--- src/rtl/bidir_latch_pkg.sv ---
package bidir_latch_pkg;

  typedef enum logic {SRC_A = 1'b0, SRC_B = 1'b1} src_sel_e;

endpackage

--- src/rtl/bidir_latch_ctrl.sv ---
module bidir_latch_ctrl
  import bidir_latch_pkg::*;
(
  input  logic     clk,
  input  logic     rst,
  input  logic     le_n,
  input  logic     a_dir,
  input  logic [1:0] b_en_n,
  output src_sel_e src_sel,
  output logic     load,
  output logic     a_en_q,
  output logic     b_en_q,
  output logic     fb_q
);
  logic b_on;

  always_comb begin
    b_on    = (b_en_n == 2'b00);
    load    = ~le_n;
    src_sel = (a_dir && !b_on) ? SRC_B : SRC_A;
  end

  always_ff @(posedge clk) begin
    if (rst) begin
      a_en_q <= 1'b0;
      b_en_q <= 1'b0;
      fb_q   <= 1'b0;
    end else begin
      a_en_q <= a_dir;
      b_en_q <= b_on;
      fb_q   <= a_dir & b_on & ~le_n;
    end
  end

  p_src_a_when_a_off_r6: assert property (@(posedge clk) disable iff (rst)
    !a_dir |-> src_sel == SRC_A);
  p_fb_uses_a_r8: assert property (@(posedge clk) disable iff (rst)
    (a_dir && b_en_n == 2'b00) |-> src_sel == SRC_A);
endmodule

--- src/rtl/bidir_latch_bport.sv ---
module bidir_latch_bport #(
  parameter int W      = 8,
  parameter bit INVERT = 1'b1
) (
  input  logic [W-1:0] b_in,
  input  logic [W-1:0] b_pres,
  input  logic [W-1:0] q,
  input  logic         b_en_q,
  output logic [W-1:0] rx,
  output logic [W-1:0] pull
);
  for (genvar i = 0; i < W; i++) begin : g_bit
    logic lvl;
    assign lvl = b_in[i] & b_pres[i];
    if (INVERT) begin : g_inv
      assign rx[i]   = ~lvl;
      assign pull[i] = b_en_q & q[i];
    end else begin : g_buf
      assign rx[i]   = lvl;
      assign pull[i] = b_en_q & ~q[i];
    end
  end
endmodule

--- src/rtl/bidir_latch_store.sv ---
module bidir_latch_store
  import bidir_latch_pkg::*;
#(
  parameter int W = 8
) (
  input  logic         clk,
  input  logic         rst,
  input  logic         load,
  input  src_sel_e     src_sel,
  input  logic [W-1:0] a_src,
  input  logic [W-1:0] b_src,
  output logic [W-1:0] q
);
  always_ff @(posedge clk) begin
    if (rst) q <= '0;
    else if (load) q <= (src_sel == SRC_B) ? b_src : a_src;
  end

  p_hold_r1: assert property (@(posedge clk) disable iff (rst)
    !load |=> $stable(q));
endmodule

--- src/rtl/bidir_latch_xcvr.sv ---
module bidir_latch_xcvr
  import bidir_latch_pkg::*;
#(
  parameter int W      = 8,
  parameter bit INVERT = 1'b1
) (
  input  logic         clk,
  input  logic         rst,
  input  logic         le_n,
  input  logic         a_dir,
  input  logic [1:0]   b_en_n,
  input  logic [W-1:0] a_in,
  output logic [W-1:0] a_out,
  output logic         a_oe,
  input  logic [W-1:0] b_in,
  input  logic [W-1:0] b_pres,
  output logic [W-1:0] b_out,
  output logic [W-1:0] b_oe,
  output logic         feedback
);
  src_sel_e     src_sel;
  logic         load, a_en_q, b_en_q, fb_q;
  logic [W-1:0] q, rx, pull;

  bidir_latch_ctrl u_ctrl (
    .clk(clk), .rst(rst), .le_n(le_n), .a_dir(a_dir), .b_en_n(b_en_n),
    .src_sel(src_sel), .load(load), .a_en_q(a_en_q), .b_en_q(b_en_q), .fb_q(fb_q)
  );

  bidir_latch_bport #(.W(W), .INVERT(INVERT)) u_bport (
    .b_in(b_in), .b_pres(b_pres), .q(q), .b_en_q(b_en_q), .rx(rx), .pull(pull)
  );

  bidir_latch_store #(.W(W)) u_store (
    .clk(clk), .rst(rst), .load(load), .src_sel(src_sel),
    .a_src(a_in), .b_src(rx), .q(q)
  );

  assign a_out    = q;
  assign a_oe     = a_en_q;
  assign b_out    = '0;
  assign b_oe     = pull;
  assign feedback = fb_q;

  p_b_needs_both_r2: assert property (@(posedge clk) disable iff (rst)
    (b_en_n != 2'b00) |=> b_oe == '0);
  p_a_enable_r3: assert property (@(posedge clk) disable iff (rst)
    1'b1 |=> a_oe == $past(a_dir));
  p_fb_flag_r8: assert property (@(posedge clk) disable iff (rst)
    (a_dir && b_en_n == 2'b00 && !le_n) |=> feedback);
  p_b_out_low_r4: assert property (@(posedge clk) disable iff (rst)
    b_out == '0);
  p_aout_hold_r1: assert property (@(posedge clk) disable iff (rst)
    le_n |=> $stable(a_out));
endmodule

--- config.mk ---
export PLATFORM = sky130hd
export DESIGN_NAME = bidir_latch_xcvr
export DESIGN_NICKNAME = d
export VERILOG_FILES = /design/src/rtl/bidir_latch_pkg.sv /design/src/rtl/bidir_latch_ctrl.sv /design/src/rtl/bidir_latch_bport.sv /design/src/rtl/bidir_latch_store.sv /design/src/rtl/bidir_latch_xcvr.sv
export SDC_FILE = /design/constraint.sdc
export NUM_CORES = 1
export LEC_CHECK = 0
export BUFFER_PORTS_ARGS = -buffer_cell sky130_fd_sc_hd__buf_2
export CAP_MARGIN = 20
export CORE_MARGIN = 2
export CORE_UTILIZATION = 40
export CTS_BUF_LIST = sky130_fd_sc_hd__clkbuf_8
export CTS_CLUSTER_DIAMETER = 60
export DETAILED_ROUTE_END_ITERATION = 6
export PLACE_DENSITY = 0.95
export SKIP_LAST_GASP = 1
export SYNTH_ARGS = -nofsm -noshare
export SYNTH_HDL_FRONTEND = slang
export SYNTH_SLANG_ARGS = --single-unit
--- constraint.sdc ---
create_clock -name clk -period 1.65 [get_ports clk]
set_input_delay 0.2475 -clock clk [delete_from_list [all_inputs] [get_ports clk]]
set_output_delay 0.2475 -clock clk [all_outputs]
set_load 0.005 [all_outputs]
==> impl_metrics.yaml, run 1 <==
sta:
  max_freq_mhz: 861
  setup_violations: 0
  finalHoldViolCount: 0
  rsz0062_at_grt: "no"
  fin_crit_ps: 1160
  fin_skew_ps: 0
  holdWs_ps: 304
  tns_ps: 0
  drv_slew: 0
  fin_crit_sh_pct: 70.4
routing:
  viasPerCell: 5.06
  wl_per_cell_um: 11.5
  remaining_drc_errors: 0
  drtAntennaViolNets: 0
  dr.first_iter.drc_count: 11
  wl_um: 1500
  drt-pass1-iter-count: 4
  vias: 663
yosys:
  ys_seq_elements: 11
  synth_mux_area_share_pct: 0
  yosys_warnings: 0
  synth.avg_cell_area_um2: 8.72
  synth_top_area_share_pct: 36.1
  synth_edf_count: 0
  synthCells: 70
  synth-main-ff-cell: "dfxtp_1"
  yosys.area_share.simple_pct: 16.0
  yosysTopAreaCell: "dfxtp_1"
  synthTopCellsByArea: "dfxtp_1 (36%), o2111ai_1 (11%), buf_4 (11%)"
  synthDistinctLibCells: 15
  synth_most_common_cell: "dfxtp_1"
  seq_area_frac_synth_pct: 36.1
  ys_async_sr_fraction_pct: 0
  synthXorXnorAreaFrac_pct: 0
  ys_top_cells_by_count: "dfxtp_1 (11), buf_4 (9)"
  synth_area_um2: 611
  synth_compound_area_share_pct: 30.3
  synth_top_family_by_area: "compound AO/OA/AOI/OAI gates"
  synthAdderAreaFrac_pct: 0
die:
  io_pins: 56
  die_area_um2: 1860
  core.rowCount: 14
  initial_core_util_pct: 41.5
  coreArea_um2: 1470
  die_y_um: 43.1
  die_w_um: 43.1
worst_setup_path:
  crit_chain: "and2_1 -> buf_2"
  critPathKind: "reg2out"
  crit_arrival_ps: 910
  cp-start-kind: "register"
  crit_path_start: "u_ctrl.b_en_q$_SDFF_PP0_"
  cp-endpoint: "b_oe[6]"
  required_ps: 1400
  rrSetupSlack_ps: 1050
  slowest_stage: "dfxtp_1"
  path_max_fanout: 8
  max_stage_delay_ps: 420
  ff2ff_path_depth: 2
  rr_endpoint: "u_store.q[5]$_SDFFE_PP0N_"
  r2r-start: "u_store.q[5]$_SDFFE_PP0N_"
  worstSetupEndpointType: "output pin"
power_and_ir_drop:
  p_per_area_nw_per_um2: 797
  ir_worst_vdd_v: 0.000531
  power.leakage_nw: 0.423
global_routing:
  antenna_found_initial: 0
  grt_pass1_vias: 511
  grt_pass1_wl_um: 2210
  met1_usage_pct: 17.2
  grt-ovfl-total: 0
  grt_use_total_pct: 16.2
  grt_start_max_net_pins: 12
  met3_usage_pct: 2.98
  grtUsageMet2_pct: 28.5
  busiest_layer: "met2"
finish:
  n_antenna_cell: 0
  stdcell_area_um2: 837
  area_delta_synth_final_pct: 37.1
  n_fill_cell: 123
  drive_gt1_share_pct: 44.3
  layout.area.seq_um2: 220
  nets: 146
  multiInputGateArea_um2: 313
place:
  placed_area_um2: 792
  dp_hpwl_um: 1250
  place.gp.congestion: 0.687
  io_buffers: 47
clock_network:
  clock_path_buffers: 2
  cts-hold-fix-buffers: 0
  cts_setup_buffers: 0
  clk_latency_ps: 240
  cts_root_buffer: "clkbuf_8"
  cts_made_buffers: 3
  post_cts_resized: 0
  path_clk_slew_ps: 50
  cts.sink_count: 11
  tritoncts: "yes"
  htreeDepth: 1
outcome:
  status: "completed"
min_path:
  hold_path.class: "in2reg"
  hp-start: "rst"
run:
  maxCapViolCount: 0
[layout make-up]
class	count	area share, %
clock inverter	1	0.448
multi-input combinational	52	37.4
timing repair buffer	47	28.1
tap	16	2.39
inverter	1	0.448
clock buffer	3	4.93
sequential	11	26.3
[how the worst min path moves through the flow]
stage                                 to  depth (start not counted)
2_1_floorplan  u_store.q[0]$_SDFFE_PP0N_                          2
6_report       u_store.q[3]$_SDFFE_PP0N_                          2
3_5_place_dp   u_store.q[6]$_SDFFE_PP0N_                          2
4_1_cts        u_store.q[1]$_SDFFE_PP0N_                          2
3_3_place_gp   u_store.q[6]$_SDFFE_PP0N_                          2
5_1_grt        u_store.q[3]$_SDFFE_PP0N_                          2
[layout by cell type (no fill, tap or decap), drive strengths merged]
cell type  Yosys  layout
nor3           1       1
nand2          8       8
clkinv         1       1
conb           1       8
clkbuf         0       3
buf           13      47
dfxtp         11      11
and2           8       8
a21oi          8       8
o211ai         8       8
inv            0       1
nor2b          1       1
o21a           1       1
o2111ai        8       8
and3           1       1
[per-layer routing]
| metal | share of wire, % | wire length, um | up-vias |
|---|---|---|---|
| met1 | 36 | 545 | 281 |
| met5 | 0 | 0 | - |
| met3 | 10 | 154 | 5 |
| li1 | - | - | 330 |
| met4 | 2.7 | 40 | 0 |
| met2 | 51 | 762 | 47 |
[per-stage QoR]
stage               setup WS (ps)  total power, mW  instances  utilization (%)
floorplan                     705            0.371         77                -
global placement              607            0.407        127             53.8
detailed placement            565            0.412        127             53.8
CTS                           471            0.670        131             56.9
global route                  399            0.696        131             56.9
finish                        489            0.667        131             56.9
[registers in the layout, indices dropped and copies added (netlist names)]
name,cells
u_ctrl.b_en_q,1
u_ctrl.a_en_q,1
u_ctrl.fb_q,1
u_store.q,8
[worst max-delay path: cells and delay by family (launching register included)]
kind	cells	cell delay, ps
flops	1	420
simple gates	1	150
buf+inv	1	100
[power breakdown]
part	switching, mW	leakage (nW)	internal [mW]	total, mW
sequential	0.0104	0.0909	0.283	0.293
combinational	0.0572	0.305	0.0560	0.113
clock	0.0974	0.0269	0.163	0.260
[cells by family after synthesis]
logic type / count (synthesis)
buffers and inverters: 14
AND/OR/NAND/NOR: 19
AO/OA/AOI/OAI: 25
flip-flops: 11
other: 1
Note: power is estimated with default switching activity, not from simulation.
==> run 2: changes to the inputs <==
--- a/config.mk
+++ b/config.mk
@@ -5,14 +5,16 @@
 export SDC_FILE = /design/constraint.sdc
 export NUM_CORES = 1
 export LEC_CHECK = 0
+export ABC_AREA = 1
 export BUFFER_PORTS_ARGS = -buffer_cell sky130_fd_sc_hd__buf_2
 export CAP_MARGIN = 20
+export CORE_ASPECT_RATIO = 1.5
 export CORE_MARGIN = 2
-export CORE_UTILIZATION = 40
+export CORE_UTILIZATION = 35
 export CTS_BUF_LIST = sky130_fd_sc_hd__clkbuf_8
 export CTS_CLUSTER_DIAMETER = 60
 export DETAILED_ROUTE_END_ITERATION = 6
-export PLACE_DENSITY = 0.95
+export PLACE_DENSITY = 0.85
 export SKIP_LAST_GASP = 1
 export SYNTH_ARGS = -nofsm -noshare
 export SYNTH_HDL_FRONTEND = slang
==> constraint.sdc (replaced) <==
create_clock -name clk -period 0.9 [get_ports clk]
set_input_delay 0.135 -clock clk [delete_from_list [all_inputs] [get_ports clk]]
set_output_delay 0.135 -clock clk [all_outputs]
set_load 0.005 [all_outputs]
==> run 2 against run 1 <==
- the run now ends with setup timing left
- routed wire length up 6.7%
- final area up 16%
- clock power up 81%
- synthesized area up 12%
- clock skew unchanged
- global-route usage down 1.6 points
- count of clock-buffer cells in the layout unchanged
- critical path depth up 1
- worst setup slack worse by 530 ps
- utilization down 4.0 points
==> impl_metrics.yaml, run 2 <==
worst_setup_path:
  required_ps: 760
  path_max_fanout: 8
  critPathKind: "reg2out"
  crit_arrival_ps: 810
  max_stage_delay_ps: 370
  worstSetupEndpointType: "output pin"
  crit_chain: "nand2_1 -> inv_1 -> buf_2"
  cp-start-kind: "register"
  slowest_stage: "dfxtp_4"
finish:
  stdcell_area_um2: 968
  instances_no_fill: 185
  multiInputGateArea_um2: 330
  layout.area.seq_um2: 225
  area_delta_synth_final_pct: 41.2
  drive_gt1_share_pct: 34.8
  mostFrequentLayoutCells: "buf_2 (47), nand2_1 (26), nor2_1 (25)"
  largest_reg_flops: 8
  n_fill_cell: 190
  regMostFlops: "u_store.q"
  n_antenna_cell: 0
  final_common_cell: "buf_2"
  nets: 195
place:
  io_buffers: 47
  place.gp.congestion: 0.785
  dp.cells: 181
  placed_area_um2: 918
  place_ws_ps: 48.4
  dp_hpwl_um: 1350
yosys:
  synthDistinctLibCells: 14
  seq_area_frac_synth_pct: 32.1
  synth-main-ff-cell: "dfxtp_1"
  synthCells: 115
  synth_area_um2: 686
  synth_edf_count: 0
  synth_most_common_cell: "nand2_1"
  synth_top_area_share_pct: 32.1
  synth.avg_cell_area_um2: 5.96
  ys_top_cells_by_count: "nand2_1 (26), nor2_1 (25), inv_1 (20)"
  ys_seq_elements: 11
  yosysTopAreaCell: "dfxtp_1"
  synthTopCellsByArea: "dfxtp_1 (32%), nand2_1 (14%), nor2_1 (14%)"
  yosys_warnings: 0
  ys_async_sr_fraction_pct: 0
power_and_ir_drop:
  p_per_area_nw_per_um2: 1320
  power.leakage_nw: 0.653
  ir_worst_vdd_v: 0.000663
  total_power_mw: 1.28
clock_network:
  cts_root_buffer: "clkbuf_8"
  tritoncts: "yes"
  path_clk_slew_ps: 50
  cts-hold-fix-buffers: 0
  cts.sink_count: 11
  clock_path_buffers: 2
  clk_latency_ps: 230
  htreeDepth: 1
  cts_made_buffers: 3
  cts_setup_buffers: 0
routing:
  dr.first_iter.drc_count: 8
  remaining_drc_errors: 0
  viasPerCell: 4.21
  drtAntennaViolNets: 0
  wl_per_cell_um: 8.66
  drt-pass1-iter-count: 4
  vias: 778
  wl_um: 1600
sta:
  rsz0062_at_grt: "yes"
  finalHoldViolCount: 0
  tns_ps: -313
  fin_skew_ps: 0
  fin_crit_sh_pct: 105
  fin_crit_ps: 946
  max_freq_mhz: 1060
  setup_ws_ps: -45.7
  setup_violations: 8
  drv_slew: 0
global_routing:
  grt_pass1_wl_um: 2400
  grt_use_total_pct: 14.6
  grt_pass1_vias: 647
  grt-ovfl-total: 0
  grt_start_max_net_pins: 17
  antenna_found_initial: 0
die:
  initial_core_util_pct: 37.5
  coreArea_um2: 1830
  io_pins: 56
  die_area_um2: 2340
  die_w_um: 40.1
  die_y_um: 58.2
  core.rowCount: 19
min_path:
  hold_path.class: "in2reg"
outcome:
  violations: "setup timing"
  status: "finished, violations left"
run:
  maxCapViolCount: 0
run 2: timing repair:
action	4_1_cts	5_1_grt
gates resized for setup	2	1
setup endpoints to repair	8	9
pin swaps	0	1
cloned	0	0
run 2: kinds of logic after synthesis:
logic type	after synthesis	synth area share [%]
buffers and inverters	32	23.5
and+or+nand+nor	64	38.7
other	1	0.547
AOI/OAI and AO/OA	7	5.11
DFF	11	32.1
run 2: path summary, 6_finish.rpt:
path	from	cells after the start	endpoint	slack (ps)
hold / removal	le_n	2	u_ctrl.fb_q$_SDFF_PP0_	90
hold reg to reg	u_store.q[2]$_SDFFE_PP0N_	2	u_store.q[2]$_SDFFE_PP0N_	550
setup / recovery	u_ctrl.b_en_q$_SDFF_PP0_	3	b_oe[0]	-50
setup reg to reg	u_store.q[4]$_SDFFE_PP0N_	4	u_store.q[4]$_SDFFE_PP0N_	180
run 2: metal layers:
metal / global-route usage (%) / vias up / share of wire [%]
li1: - / 422 / -
met1: 15.0 / 314 / 36
met2: 25.3 / 37 / 54
met3: 2.30 / 5 / 7.5
met4: 9.36 / 0 / 2.6
met5: 0 / - / 0
run 2: power by group:
part	internal (mW)	leakage, nW	switching, mW	total, mW
clock network	0.298	0.0269	0.173	0.471
registers	0.521	0.0922	0.0228	0.544
logic	0.130	0.534	0.136	0.266
run 2: critical path: cells and delay by family (launching register included):
kind          cells  cell delay (ps)
buf+inv           2              150
flops             1              370
simple gates      1               60
run 2: cell type report:
class | count | share of cell area, %
Sequential cell | 11 | 23.3
Multi-Input combinational cell | 79 | 34.1
Clock inverter | 1 | 0.388
Clock buffer | 3 | 4.26
Tap cell | 21 | 2.71
Timing Repair Buffer | 49 | 27.1
Inverter | 21 | 8.14
run 2: per-stage QoR:
step,hold WS [ps],util [%]
2_1_floorplan,207,-
3_3_place_gp,342,50.2
3_5_place_dp,335,50.2
4_1_cts,86.4,52.8
5_1_grt,81.4,52.9
6_report,93.0,52.9
==> run 3: changes to the inputs <==
--- a/config.mk
+++ b/config.mk
@@ -9,7 +9,6 @@
 export BUFFER_PORTS_ARGS = -buffer_cell sky130_fd_sc_hd__buf_2
 export CAP_MARGIN = 20
 export CORE_ASPECT_RATIO = 1.5
-export CORE_MARGIN = 2
 export CORE_UTILIZATION = 35
 export CTS_BUF_LIST = sky130_fd_sc_hd__clkbuf_8
 export CTS_CLUSTER_DIAMETER = 60
==> run 3 against run 2 <==
- the flow still finishes with violations (setup timing)
- worst setup slack got worse by 20 ps
- clock power rose by 5.3%
- cell count did not move
- register-to-register slack got worse by 60 ps
- die area fell by 8.2%
- highest routed layer unchanged
==> impl_metrics.yaml, run 3 (same netlist as run 2, synthesis figures left out) <==
die:
  core.rowCount: 19
  io_pins: 56
  die_y_um: 56.2
  die_w_um: 38.1
  initial_core_util_pct: 37.5
  coreArea_um2: 1830
  die_area_um2: 2140
sta:
  rsz0062_at_grt: "yes"
  setup_ws_ps: -65.8
  fin_skew_ps: 0
  setup_violations: 8
  fin_crit_ps: 966
  finalHoldViolCount: 0
  drv_slew: 0
  holdWs_ps: 109
  max_freq_mhz: 1040
  tns_ps: -464
  fin_crit_sh_pct: 107
finish:
  mostFrequentLayoutCells: "buf_2 (47), nand2_1 (25), nor2_1 (25)"
  regMostFlops: "u_store.q"
  drive_gt1_share_pct: 35.4
  n_fill_cell: 170
  stdcell_area_um2: 971
  n_antenna_cell: 0
  final_common_cell: "buf_2"
  area_delta_synth_final_pct: 41.6
  largest_reg_flops: 8
  nets: 195
routing:
  vias: 794
  dr.first_iter.drc_count: 32
  drt-pass1-iter-count: 4
  remaining_drc_errors: 0
  drtAntennaViolNets: 0
  wl_um: 1720
  viasPerCell: 4.29
  wl_per_cell_um: 9.29
worst_setup_path:
  worstSetupEndpointType: "output pin"
  critPathKind: "reg2out"
  path_max_fanout: 8
  crit_arrival_ps: 830
  cp-start-kind: "register"
  required_ps: 760
global_routing:
  grt-ovfl-total: 0
  grt_use_total_pct: 16.3
  grt_start_max_net_pins: 17
  grt_pass1_wl_um: 2500
  grt_pass1_vias: 616
  antenna_found_initial: 0
place:
  dp_hpwl_um: 1300
  placed_area_um2: 918
  place.gp.congestion: 0.771
  place_ws_ps: 16.6
  io_buffers: 47
power_and_ir_drop:
  p_per_area_nw_per_um2: 1350
  power.leakage_nw: 0.652
  ir_worst_vdd_v: 0.000734
  total_power_mw: 1.31
clock_network:
  cts_root_buffer: "clkbuf_8"
  clk_latency_ps: 240
  cts.sink_count: 11
  path_clk_slew_ps: 50
  tritoncts: "yes"
  clock_path_buffers: 2
  cts_setup_buffers: 0
  cts-hold-fix-buffers: 0
  htreeDepth: 1
  cts_made_buffers: 3
min_path:
  hold_path.class: "in2reg"
outcome:
  violations: "setup timing"
  status: "finished, violations left"
run:
  maxCapViolCount: 0
-- run 3: changes by cell type in the layout (fill, tap and decap cells not counted), sizes merged --
cell | before | now
inv | 22 | 21
clkinv | 0 | 1
-- run 3: metrics by stage --
step / utilization, % / cells
after floorplan: - / 122
after global placement: 50.2 / 181
after detailed placement: 50.2 / 181
after CTS: 53.0 / 185
after global routing: 53.0 / 185
final: 53.0 / 185
-- run 3: routing by layer --
layer	GRT usage, %	wire length, um	part of all wire, %	vias to the layer above
met1	17.7	663	39	329
met4	7.65	29	1.7	0
li1	-	-	-	422
met5	0	0	0	-
met3	1.20	104	6.1	3
met2	29.3	922	54	40
-- run 3: path summary, 6_finish.rpt --
check	from	endpoint	slack [ps]	depth (start not counted)
setup reg to reg	u_store.q[1]$_SDFFE_PP0N_	u_store.q[1]$_SDFFE_PP0N_	120	2
hold / removal	le_n	u_ctrl.fb_q$_SDFF_PP0_	110	2
hold reg to reg	u_store.q[6]$_SDFFE_PP0N_	u_store.q[6]$_SDFFE_PP0N_	560	2
setup / recovery	u_ctrl.b_en_q$_SDFF_PP0_	b_oe[7]	-70	3
-- run 3: cell type report --
class | instances | area [um^2] | area share (%)
tap | 21 | 26.3 | 2.71
multi-input combinational | 79 | 333 | 34.3
clock buffer | 3 | 41.3 | 4.25
timing repair buffer | 49 | 263 | 27.1
clock inverter | 1 | 5.00 | 0.515
inverter | 21 | 78.8 | 8.12
sequential | 11 | 224 | 23.1
-- run 3: report_power, final --
part           switching [mW]  total [mW]  internal (mW)
combinational           0.143       0.272          0.130
clock                   0.192       0.496          0.304
sequential             0.0240       0.544          0.520
-- run 3: timing repair --
| action | in CTS | in global routing |
|---|---|---|
| endpoints found under the setup margin | 8 | 8 |
| pin swaps | 2 | 2 |
| resized for setup | 3 | 0 |
-- run 3: critical path, stage by stage, from the launching register on --
cell and delay, ps:
dfxtp_4 380, nand2_1 60, inv_1 40, buf_2 100
